--- config.mk ---
export PLATFORM = sky130hd
export DESIGN_NAME = adc_serial_port
export DESIGN_NICKNAME = d
export VERILOG_FILES = /design/src/rtl/adc_sp_pkg.sv /design/src/rtl/adc_sp_fmt.sv /design/src/rtl/adc_sp_rx.sv /design/src/rtl/adc_sp_tx.sv /design/src/rtl/adc_serial_port.sv
export SDC_FILE = /design/constraint.sdc
export NUM_CORES = 1
export LEC_CHECK = 0
export ABC_AREA = 1
export BUFFER_PORTS_ARGS = -buffer_cell sky130_fd_sc_hd__buf_4
export CAP_MARGIN = 25
export CORE_UTILIZATION = 55
export DETAILED_ROUTE_END_ITERATION = 10
export PLACE_DENSITY_LB_ADDON = 0.08
export SETUP_SLACK_MARGIN = 0.1
export SLEW_MARGIN = 20
export SYNTH_ARGS = -nofsm -noshare
export SYNTH_HDL_FRONTEND = slang
export SYNTH_SLANG_ARGS = --single-unit
--- constraint.sdc ---
create_clock -name clk -period 5.7 [get_ports clk]
set_clock_uncertainty 0.15 [all_clocks]
set_input_delay 0.57 -clock clk [delete_from_list [all_inputs] [get_ports clk]]
set_output_delay 0.57 -clock clk [all_outputs]
set_load 0.1 [all_outputs]
--- src/rtl/adc_sp_pkg.sv ---
package adc_sp_pkg;

   localparam int INSTR_W = 8;

   typedef enum logic [1:0] {
      OP_CONVERT = 2'd0,
      OP_CALIB   = 2'd1,
      OP_STATUS  = 2'd2,
      OP_FORMAT  = 2'd3
   } op_e;

   typedef struct packed {
      logic       sign_en;
      logic       lsb_first;
      logic [1:0] len_code;
   } fmt_t;

   // fields of the captured instruction, bit 0 being the first bit received
   function automatic fmt_t instr_fmt(input logic [5:0] b);
      fmt_t f;
      f.len_code  = b[3:2];
      f.lsb_first = b[4];
      f.sign_en   = b[5];
      return f;
   endfunction

endpackage

--- src/rtl/adc_sp_fmt.sv ---
module adc_sp_fmt
   import adc_sp_pkg::*;
#(
   parameter int LEN_A = 8,
   parameter int LEN_B = 12,
   parameter int LEN_C = 16,
   parameter int CW    = 5
) (
   input  logic          clk,
   input  logic          rst_n,
   input  logic          cap_stb,
   input  logic [5:0]    cap_bits,
   input  logic          frame_end,
   output logic          lsb_first,
   output logic          sign_en,
   output logic [CW-1:0] data_len,
   output logic [CW-1:0] frame_len
);

   localparam fmt_t FMT_RST = '{sign_en: 1'b0, lsb_first: 1'b0, len_code: 2'd1};

   fmt_t fmt_q, pend_fmt;
   logic pend_q;
   op_e  cap_op;
   logic upd;

   assign cap_op = op_e'(cap_bits[1:0]);
   assign upd    = cap_stb && (cap_op == OP_CONVERT || cap_op == OP_FORMAT);

   always_ff @(posedge clk) begin
      if (!rst_n) begin
         fmt_q    <= FMT_RST;
         pend_fmt <= FMT_RST;
         pend_q   <= 1'b0;
      end else if (frame_end) begin
         if (upd)         fmt_q <= instr_fmt(cap_bits);
         else if (pend_q) fmt_q <= pend_fmt;
         pend_q <= 1'b0;
      end else if (upd) begin
         pend_q   <= 1'b1;
         pend_fmt <= instr_fmt(cap_bits);
      end
   end

   always_comb begin
      case (fmt_q.len_code)
         2'd0:    data_len = CW'(LEN_A);
         2'd1:    data_len = CW'(LEN_B);
         default: data_len = CW'(LEN_C);
      endcase
   end

   assign frame_len = data_len + CW'(fmt_q.sign_en);
   assign lsb_first = fmt_q.lsb_first;
   assign sign_en   = fmt_q.sign_en;

   // the format may only move at a frame boundary
   assert_fmt_hold_R3: assert property (@(posedge clk) disable iff (!rst_n)
      !frame_end |=> $stable(fmt_q));

endmodule

--- src/rtl/adc_sp_rx.sv ---
module adc_sp_rx
   import adc_sp_pkg::*;
#(
   parameter int CW = 5
) (
   input  logic               clk,
   input  logic               rst_n,
   input  logic               cs_edge,
   input  logic               sclk_rise,
   input  logic               di,
   input  logic [CW-1:0]      frame_len,
   output logic [CW-1:0]      cnt,
   output logic               cap_stb,
   output logic [INSTR_W-1:0] cap_bits,
   output logic               wrap,
   output logic               instr_valid,
   output logic [1:0]         instr_op,
   output logic [1:0]         instr_chan
);

   localparam int            IW     = $clog2(INSTR_W);
   localparam logic [CW-1:0] LAST_I = CW'(INSTR_W - 1);

   logic [INSTR_W-2:0] ibits;

   assign cap_stb  = sclk_rise && (cnt == LAST_I);
   assign cap_bits = {di, ibits};
   assign wrap     = sclk_rise && (cnt == frame_len - CW'(1));

   always_ff @(posedge clk) begin
      if (!rst_n) begin
         cnt         <= '0;
         ibits       <= '0;
         instr_valid <= 1'b0;
         instr_op    <= '0;
         instr_chan  <= '0;
      end else begin
         instr_valid <= cap_stb;
         if (cap_stb) begin
            instr_op   <= cap_bits[1:0];
            instr_chan <= cap_bits[INSTR_W-1:INSTR_W-2];
         end
         if (cs_edge) begin
            cnt   <= '0;
            ibits <= '0;
         end else if (sclk_rise) begin
            if (cnt < LAST_I) ibits[cnt[IW-1:0]] <= di;
            cnt <= wrap ? '0 : cnt + CW'(1);
         end
      end
   end

   assert_cnt_in_frame_R1: assert property (@(posedge clk) disable iff (!rst_n)
      cnt < frame_len);

   assert_valid_pulse_R6: assert property (@(posedge clk) disable iff (!rst_n)
      instr_valid |=> !instr_valid);

endmodule

--- src/rtl/adc_sp_tx.sv ---
module adc_sp_tx #(
   parameter int DATA_W = 16,
   parameter int CW     = 5
) (
   input  logic              clk,
   input  logic              rst_n,
   input  logic              load,
   input  logic              shift,
   input  logic              clear,
   input  logic              lsb_first,
   input  logic              sign_en,
   input  logic [CW-1:0]     data_len,
   input  logic [DATA_W-1:0] res_data,
   input  logic              res_sign,
   output logic              bit_o
);

   logic [DATA_W-1:0] masked, rev, seq;
   logic [DATA_W:0]   word, sh_q;

   assign masked = res_data & ({DATA_W{1'b1}} >> (CW'(DATA_W) - data_len));

   for (genvar g = 0; g < DATA_W; g++) begin : g_rev
      assign rev[DATA_W-1-g] = masked[g];
   end

   assign seq  = lsb_first ? rev : (masked << (CW'(DATA_W) - data_len));
   assign word = sign_en ? {res_sign, seq} : {seq, 1'b0};

   always_ff @(posedge clk) begin
      if (!rst_n)     sh_q <= '0;
      else if (clear) sh_q <= '0;
      else if (load)  sh_q <= word;
      else if (shift) sh_q <= {sh_q[DATA_W-1:0], 1'b0};
   end

   assign bit_o = sh_q[DATA_W];

endmodule

--- src/rtl/adc_serial_port.sv ---
module adc_serial_port
   import adc_sp_pkg::*;
#(
   parameter int LEN_A = 8,
   parameter int LEN_B = 12,
   parameter int LEN_C = 16
) (
   input  logic             clk,
   input  logic             rst_n,
   input  logic             sclk,
   input  logic             cs_n,
   input  logic             di,
   input  logic [LEN_C-1:0] res_data,
   input  logic             res_sign,
   output logic             dout,
   output logic             instr_valid,
   output logic [1:0]       instr_op,
   output logic [1:0]       instr_chan
);

   localparam int CW = $clog2(LEN_C + 2);

   if (LEN_A < INSTR_W) begin : g_chk_short
      $error("shortest word must hold a full instruction");
   end
   if (!(LEN_A < LEN_B && LEN_B < LEN_C)) begin : g_chk_order
      $error("word lengths must rise strictly");
   end

   logic sclk_q, cs_q, active, reload_pend;
   logic cs_fall, cs_rise, cs_edge, sclk_rise, sclk_fall;
   logic frame_end, wrap, cap_stb, tx_bit;
   logic [INSTR_W-1:0] cap_bits;
   logic [CW-1:0] cnt, data_len, frame_len;
   logic lsb_first, sign_en;

   assign cs_fall   = cs_q & ~cs_n;
   assign cs_rise   = ~cs_q & cs_n;
   assign cs_edge   = cs_fall | cs_rise;
   assign sclk_rise = active & ~cs_n & sclk & ~sclk_q;
   assign sclk_fall = active & ~cs_n & ~sclk & sclk_q;
   assign frame_end = wrap | cs_rise;

   always_ff @(posedge clk) begin
      if (!rst_n) begin
         sclk_q      <= 1'b0;
         cs_q        <= 1'b1;
         active      <= 1'b0;
         reload_pend <= 1'b0;
      end else begin
         sclk_q <= sclk;
         cs_q   <= cs_n;
         if (cs_fall)      active <= 1'b1;
         else if (cs_rise) active <= 1'b0;
         if (cs_edge)        reload_pend <= 1'b0;
         else if (wrap)      reload_pend <= 1'b1;
         else if (sclk_fall) reload_pend <= 1'b0;
      end
   end

   adc_sp_rx #(.CW(CW)) u_rx (
      .clk(clk), .rst_n(rst_n), .cs_edge(cs_edge), .sclk_rise(sclk_rise),
      .di(di), .frame_len(frame_len), .cnt(cnt), .cap_stb(cap_stb),
      .cap_bits(cap_bits), .wrap(wrap), .instr_valid(instr_valid),
      .instr_op(instr_op), .instr_chan(instr_chan)
   );

   adc_sp_fmt #(.LEN_A(LEN_A), .LEN_B(LEN_B), .LEN_C(LEN_C), .CW(CW)) u_fmt (
      .clk(clk), .rst_n(rst_n), .cap_stb(cap_stb), .cap_bits(cap_bits[5:0]),
      .frame_end(frame_end), .lsb_first(lsb_first), .sign_en(sign_en),
      .data_len(data_len), .frame_len(frame_len)
   );

   adc_sp_tx #(.DATA_W(LEN_C), .CW(CW)) u_tx (
      .clk(clk), .rst_n(rst_n),
      .load(cs_fall | (sclk_fall & reload_pend)),
      .shift(sclk_fall & ~reload_pend & (cnt != '0)),
      .clear(cs_rise), .lsb_first(lsb_first), .sign_en(sign_en),
      .data_len(data_len), .res_data(res_data), .res_sign(res_sign),
      .bit_o(tx_bit)
   );

   assign dout = active & tx_bit;

   assert_cs_rise_clears_R7: assert property (@(posedge clk) disable iff (!rst_n)
      cs_rise |=> (cnt == '0));

   assert_idle_dout_R8: assert property (@(posedge clk) disable iff (!rst_n)
      cs_rise |=> !dout);

endmodule

==> results of run 1 <==
[placed cells by master (no fill, tap or decap), types with 2 or more instances in the layout]
cell	instances
a31oi_1	3
dfxtp_1	47
inv_6	2
clkbuf_8	5
nand2_1	146
nand2_2	7
nor4_1	3
buf_4	27
o21ai_1	6
inv_1	70
nor2_4	6
inv_2	4
nand3_1	34
o21ai_0	30
nor3_1	6
nand2_4	2
a21oi_1	24
o22ai_1	4
nand3_4	2
a211oi_1	3
nand3_2	6
nor2_1	40
o211ai_1	4
nand4_1	8
ha_1	5
[worst max path at each step]
stage                 endpoint      startpoint
4_1_cts          u_fmt.sign_en  u_fmt.fmt_q[1]
6_report         u_fmt.sign_en  u_fmt.fmt_q[1]
5_1_grt        u_fmt.lsb_first  u_fmt.fmt_q[1]
3_3_place_gp    u_fmt.fmt_q[1]  u_fmt.fmt_q[1]
2_1_floorplan   u_fmt.fmt_q[0]  u_fmt.fmt_q[1]
3_5_place_dp     u_fmt.sign_en  u_fmt.fmt_q[1]
[metal layers]
layer  global-route usage [%]  vias to the layer above
met4                     6.04                        0
met5                        0                        -
li1                         -                     1587
met2                     47.6                       53
met1                     30.5                     1387
met3                     3.65                        9
[power by group through the flow]
stage	sequential, mW	combinational, mW	clock [mW]
3_5_place_dp	0.347	0.0755	0
6_report	0.340	0.0754	0.251
2_1_floorplan	0.346	0.0534	0
5_1_grt	0.340	0.0846	0.270
4_1_cts	0.340	0.0759	0.257
3_3_place_gp	0.347	0.0744	0
[cell families after synthesis]
| family | Yosys count |
|---|---|
| AOI/OAI and AO/OA | 75 |
| xor gates and xnor gates | 1 |
| adders and majority gates | 5 |
| buffers and inverters | 96 |
| DFF | 47 |
| and+or+nand+nor | 267 |
[Yosys cell counts, drive strengths merged, types with 3 or more instances]
| master | number | area share [%] |
|---|---|---|
| ha | 5 | 2.0 |
| o211ai | 4 | 0.96 |
| o22ai | 4 | 0.80 |
| nand4 | 8 | 1.6 |
| a21oi | 25 | 4.1 |
| nand3 | 42 | 8.5 |
| inv | 76 | 9.3 |
| nor4 | 3 | 0.60 |
| a31oi | 3 | 0.60 |
| buf | 16 | 4.4 |
| clkbuf | 3 | 0.40 |
| a211oi | 3 | 0.72 |
| dfxtp | 47 | 30 |
| o21ai | 36 | 5.7 |
| nor2 | 48 | 7.8 |
| nand2 | 155 | 20 |
| nor3 | 8 | 1.8 |
[flip-flops by register name, summed over array words and instances (netlist names)]
register / cells
u_rx.instr_valid: 1
u_rx.instr_chan: 2
u_fmt.lsb_first: 1
active: 1
u_fmt.pend_fmt: 4
u_rx.ibits: 7
sclk_q: 1
u_fmt.pend_q: 1
u_tx.sh_q: 17
reload_pend: 1
cs_q: 1
u_fmt.sign_en: 1
u_rx.cnt: 5
u_fmt.fmt_q: 2
u_rx.instr_op: 2
[cell type report]
class,instances,area (um2)
Inverter,77,297
Clock buffer,5,68.8
Multi-Input combinational cell,348,1750
Tap cell,72,90.1
Sequential cell,47,941
Clock inverter,3,47.5
Fill cell,538,2110
Timing Repair Buffer,27,203
[through the flow]
step	total power, mW	area [um2]
4_1_cts	0.673	3400
3_5_place_dp	0.423	3280
3_3_place_gp	0.421	3280
2_1_floorplan	0.399	3140
5_1_grt	0.695	3400
6_report	0.666	3400
[worst max-delay path: cells and delay by family, from the launching register on]
| family | cells | cell delay [ps] |
|---|---|---|
| DFF | 1 | 640 |
| adders and majority gates | 1 | 280 |
| xor gates and xnor gates | 1 | 130 |
| and+or+nand+nor | 8 | 980 |
| buffers and inverters | 1 | 140 |
==> results_dict.tcl, run 1 <==
set metrics [dict create \
    setup_tns_ps 0 \
    grt_pass1_vias 2824 \
    synthCells 491 \
    die_w_um 77.5 \
    end_kind "register" \
    core_um2 5510 \
    final-max-slew-violation-count 0 \
    muxShareOfSynthArea_pct 0 \
    combPwrFrac_pct 11.3 \
    grt_max_degree 22 \
    hold_class "register to register" \
    cp.arrival_ps 2470 \
    seq_area_frac_synth_pct 30.0 \
    critPathSlowestCell "dfxtp_1" \
    p_switching_uw 170 \
    crit_chain "inv_2, nand2_2, ha_1, xor2_1, nand2_1, nor2_1, nand2_2, nand2_2, nand3_1, nand2_1, nor2_1" \
    worstSetupPathType "register to register" \
    ctsResizeCount 0 \
    io_pins 28 \
    post-place-ws_ps 3340 \
    n_antenna_cell 0 \
    dr.pass1.iters 8 \
    clkSinkCount 47 \
    synth_cell_type_count 42 \
    cp_common_cell "nand2_2" \
    finalCritPeriodShare_pct 42.6 \
    cts_inserted_buffers 5 \
    min_to "u_rx.instr_chan[0]" \
    cp-start-kind "register" \
    drt_iter0_drc 215 \
    critical-path-max-stage-delay_ps 640 \
    met2WireLength_um 3690 \
    synth_xor_area_share_pct 0.279 \
    yosys_warnings 0 \
    rsz0062_at_grt "no" \
    num_rows 27 \
    hold_ws_ps 315 \
    worst_slew_pin_slew_ps 707 \
    ir_worst_vdd_mv 0.114 \
    syn_nets 518 \
    dr_wl_met3_um 214 \
    synth_fa_ha_area_share_pct 1.99 \
    antenna_found_initial 0 \
    synth_top_family_by_area "simple AND/OR/NAND/NOR gates" \
    crit_required_ps 5740 \
    drt_wl_total_um 7200 \
    drive_gt1_share_pct 14.0 \
    period_needed_ps 2430 \
    synth_compound_area_share_pct 12.9 \
    fin_nets 533 \
    synth_area_um2 3140 \
    top_layer_used "met4" \
    p_sw_share_pct 25.6 \
    worstSkewPairLatency_ps 300 \
    vias 3036 \
    routabilityCongestion 0.876 \
    setup_viol 0 \
    achievable-frequency_mhz 411 \
    port_buffers 27 \
    p_per_area_nw_per_um2 196 \
    worst_slack_ps 3270 \
    post-dp-hpwl_um 5420 \
    start_util_pct 57.0 \
    drt-met1-wl_um 3210 \
    r2r_slack_ps 3270 \
    drc 2 \
    postRouteAntennaNets 0 \
    violations "DRC" \
    timing.rr.start "u_fmt.fmt_q[1]" \
    clk_pin_slew_worst_paths_ps 90 \
    r2r_end "u_fmt.sign_en" \
    hold_viol_final 0 \
    async_flop_share_pct 0 \
    cts_htree_levels 2 \
    die-height_um 77.5 \
    vias_per_cell 5.24 \
    hold_buffers 0 \
    clockBufferDepth 2 \
    outcome "complete, but fails checks" \
    area_delta_synth_final_pct 8.21 \
    min-delay-start "u_rx.ibits[6]" \
    slew-limit-headroom_pct 52.7 \
    leakage_nw 1.66 \
    rr_worst_depth 11 \
    cts-root-buf "clkbuf_8" \
    crit_fanout 16 \
    ys_seq_elements 47 \
    overflow 0 \
    fin_cells 579 \
    maxCapViolations 0 \
    cts_setup_buffers 0 \
    synth-simple-area-share_pct 40.6 \
    cts_tree "yes" \
    gr-usage-all-layers_pct 25.6 \
    finish.utilization_pct 61.7 \
    wl_per_cell_um 12.4 \
    dieArea_um2 6010 \
    place_inst 571 \
    synth_edf_count 0 \
    p_int_uw 495 \
    grt_pass1_wl_um 12400 \
    synth_ff_type "dfxtp_1" \
    p_seq_share_pct 51.0 \
    power_frac_clock_pct 37.7 \
    min_delay_path_depth 2 \
    synth.avg_cell_area_um2 6.39 \
]
Power figures use the tool's default switching activity.
==> run 2, diff against run 1 <==
- clock period: 5.7 -> 2.36 ns (I/O delays scaled with it)
==> results_dict.tcl, run 2 (same netlist as run 1, synthesis figures left out) <==
set metrics [dict create \
    outcome "complete, no violations" \
    drt_iter0_drc 224 \
    vias 3117 \
    layout_commonest_cell "nand2_1" \
    achievable-frequency_mhz 487 \
    start_util_pct 57.0 \
    n_antenna_cell 0 \
    worstSetupPathType "register to register" \
    postRouteAntennaNets 0 \
    min_delay_path_depth 3 \
    period_needed_ps 2050 \
    total_power_mw 1.53 \
    critical-path-max-stage-delay_ps 410 \
    grt_pass1_wl_um 12700 \
    clockBufferDepth 2 \
    cp_common_cell "nand2_2" \
    drive_gt1_share_pct 14.6 \
    leakage_nw 1.68 \
    critPathSlowestCell "dfxtp_1" \
    p_int_mw 1.12 \
    port_buffers 27 \
    layout_common_cells "nand2_1, inv_1, dfxtp_1, nor2_1, nand3_1" \
    cp.arrival_ps 2100 \
    antenna_found_initial 0 \
    routabilityCongestion 0.928 \
    cts_tree "yes" \
    ir_worst_vdd_mv 0.311 \
    clk_pin_slew_worst_paths_ps 90 \
    cts_setup_buffers 0 \
    largest_reg_flops 17 \
    p_sw_share_pct 26.9 \
    cp-start-kind "register" \
    die-height_um 77.5 \
    cp.buffers_inverters 0 \
    setup_tns_ps 0 \
    die_w_um 77.5 \
    dr.pass1.iters 4 \
    worstSkewPairLatency_ps 300 \
    cts_inserted_buffers 5 \
    ctsResizeCount 0 \
    crit_chain "nand2_2, ha_1, xor2_1, nand2_1, nor2_1, nand2_2, nand2_2, nand3_1, nand2_1, nor2_1" \
    drc 0 \
    end_kind "register" \
    setup_viol 0 \
    r2r_end "u_fmt.sign_en" \
    min-delay-start "cs_n" \
    rr_worst_depth 10 \
    combPwrFrac_pct 12.1 \
    finalCritPeriodShare_pct 87.0 \
    grt_max_degree 22 \
    gr-usage-all-layers_pct 26.3 \
    post-place-ws_ps 322 \
    grt_pass1_vias 2878 \
    cts-root-buf "clkbuf_8" \
    power_frac_clock_pct 34.4 \
    worst_slack_ps 307 \
    worst_slew_pin_slew_ps 473 \
    dieArea_um2 6010 \
    cts_htree_levels 2 \
    timing.rr.start "u_fmt.fmt_q[0]" \
    finish.utilization_pct 62.0 \
    num_rows 27 \
    cpLargestDelayFamily "simple AND/OR/NAND/NOR gates" \
    clkSinkCount 47 \
    core_um2 5510 \
    p_per_area_nw_per_um2 448 \
    fin_cells 584 \
    drt_wl_total_um 7310 \
    final-max-slew-violation-count 0 \
    top_regs "u_tx.sh_q x17, u_rx.ibits x7, u_rx.cnt x5" \
    min_to "cs_q" \
    fin_nets 538 \
    startpoint "u_fmt.fmt_q[0]" \
    hold_class "primary input to register" \
    wl_per_cell_um 12.5 \
    io_pins 28 \
    maxCapViolations 0 \
    crit_fanout 13 \
    vias_per_cell 5.34 \
    regMostFlops "u_tx.sh_q" \
    p_seq_share_pct 53.6 \
    overflow 0 \
    slew-limit-headroom_pct 68.4 \
    rsz0062_at_grt "no" \
    r2r_slack_ps 310 \
    hold_viol_final 0 \
    hold_buffers 0 \
    area_delta_synth_final_pct 8.73 \
    crit_required_ps 2410 \
    post-dp-hpwl_um 5420 \
    place_inst 576 \
    p_switching_uw 412 \
]
## run 2: cell count changes in the layout (fill, tap and decap cells not counted)
cell,previous run,this run
buf_4,27,32
bufinv_16,1,0
clkbuf_1,0,1
clkbuf_8,5,6
inv_6,2,1
## run 2: how the worst max path moves through the flow
| stage | to | slack, ps | cells after the start |
|---|---|---|---|
| floorplan | u_fmt.fmt_q[0] | 430 | 13 |
| global placement | u_fmt.fmt_q[1] | 380 | 10 |
| detailed placement | u_fmt.sign_en | 320 | 10 |
| CTS | u_fmt.sign_en | 320 | 10 |
| global route | u_fmt.lsb_first | 110 | 10 |
| finish | u_fmt.sign_en | 310 | 10 |
## run 2: metal layers
layer / share of wire [%] / global-route usage, % / vias up
li1: - / - / 1591
met1: 43 / 30.4 / 1426
met4: 2.8 / 13.0 / 0
met2: 50 / 46.6 / 83
met5: 0 / 0 / -
met3: 4.0 / 4.12 / 17
## run 2: cell type report
type | count | area, um2
clock inverter | 1 | 8.76
multi-input combinational | 348 | 1750
sequential | 47 | 941
timing repair buffer | 32 | 240
fill | 563 | 2090
inverter | 77 | 297
tap | 72 | 90.1
clock buffer | 7 | 86.3
## run 2: power groups by stage
stage          clock [mW]  combinational [mW]  sequential, mW
2_1_floorplan           0               0.129           0.836
5_1_grt             0.574               0.208           0.822
3_5_place_dp            0               0.183           0.838
4_1_cts             0.537               0.184           0.819
6_report            0.526               0.184           0.819
3_3_place_gp            0               0.182           0.838
## run 2: stage by stage
step | hold WS [ps] | instance area [um2]
finish | 19.0 | 3410
global route | 21.7 | 3410
CTS | 15.8 | 3410
detailed placement | 304 | 3320
global placement | 301 | 3320
floorplan | 179 | 3140
## run 2: worst min-delay path: stages
cell and delay, ps:
buf_4 110, inv_2 50, nand2_1 50
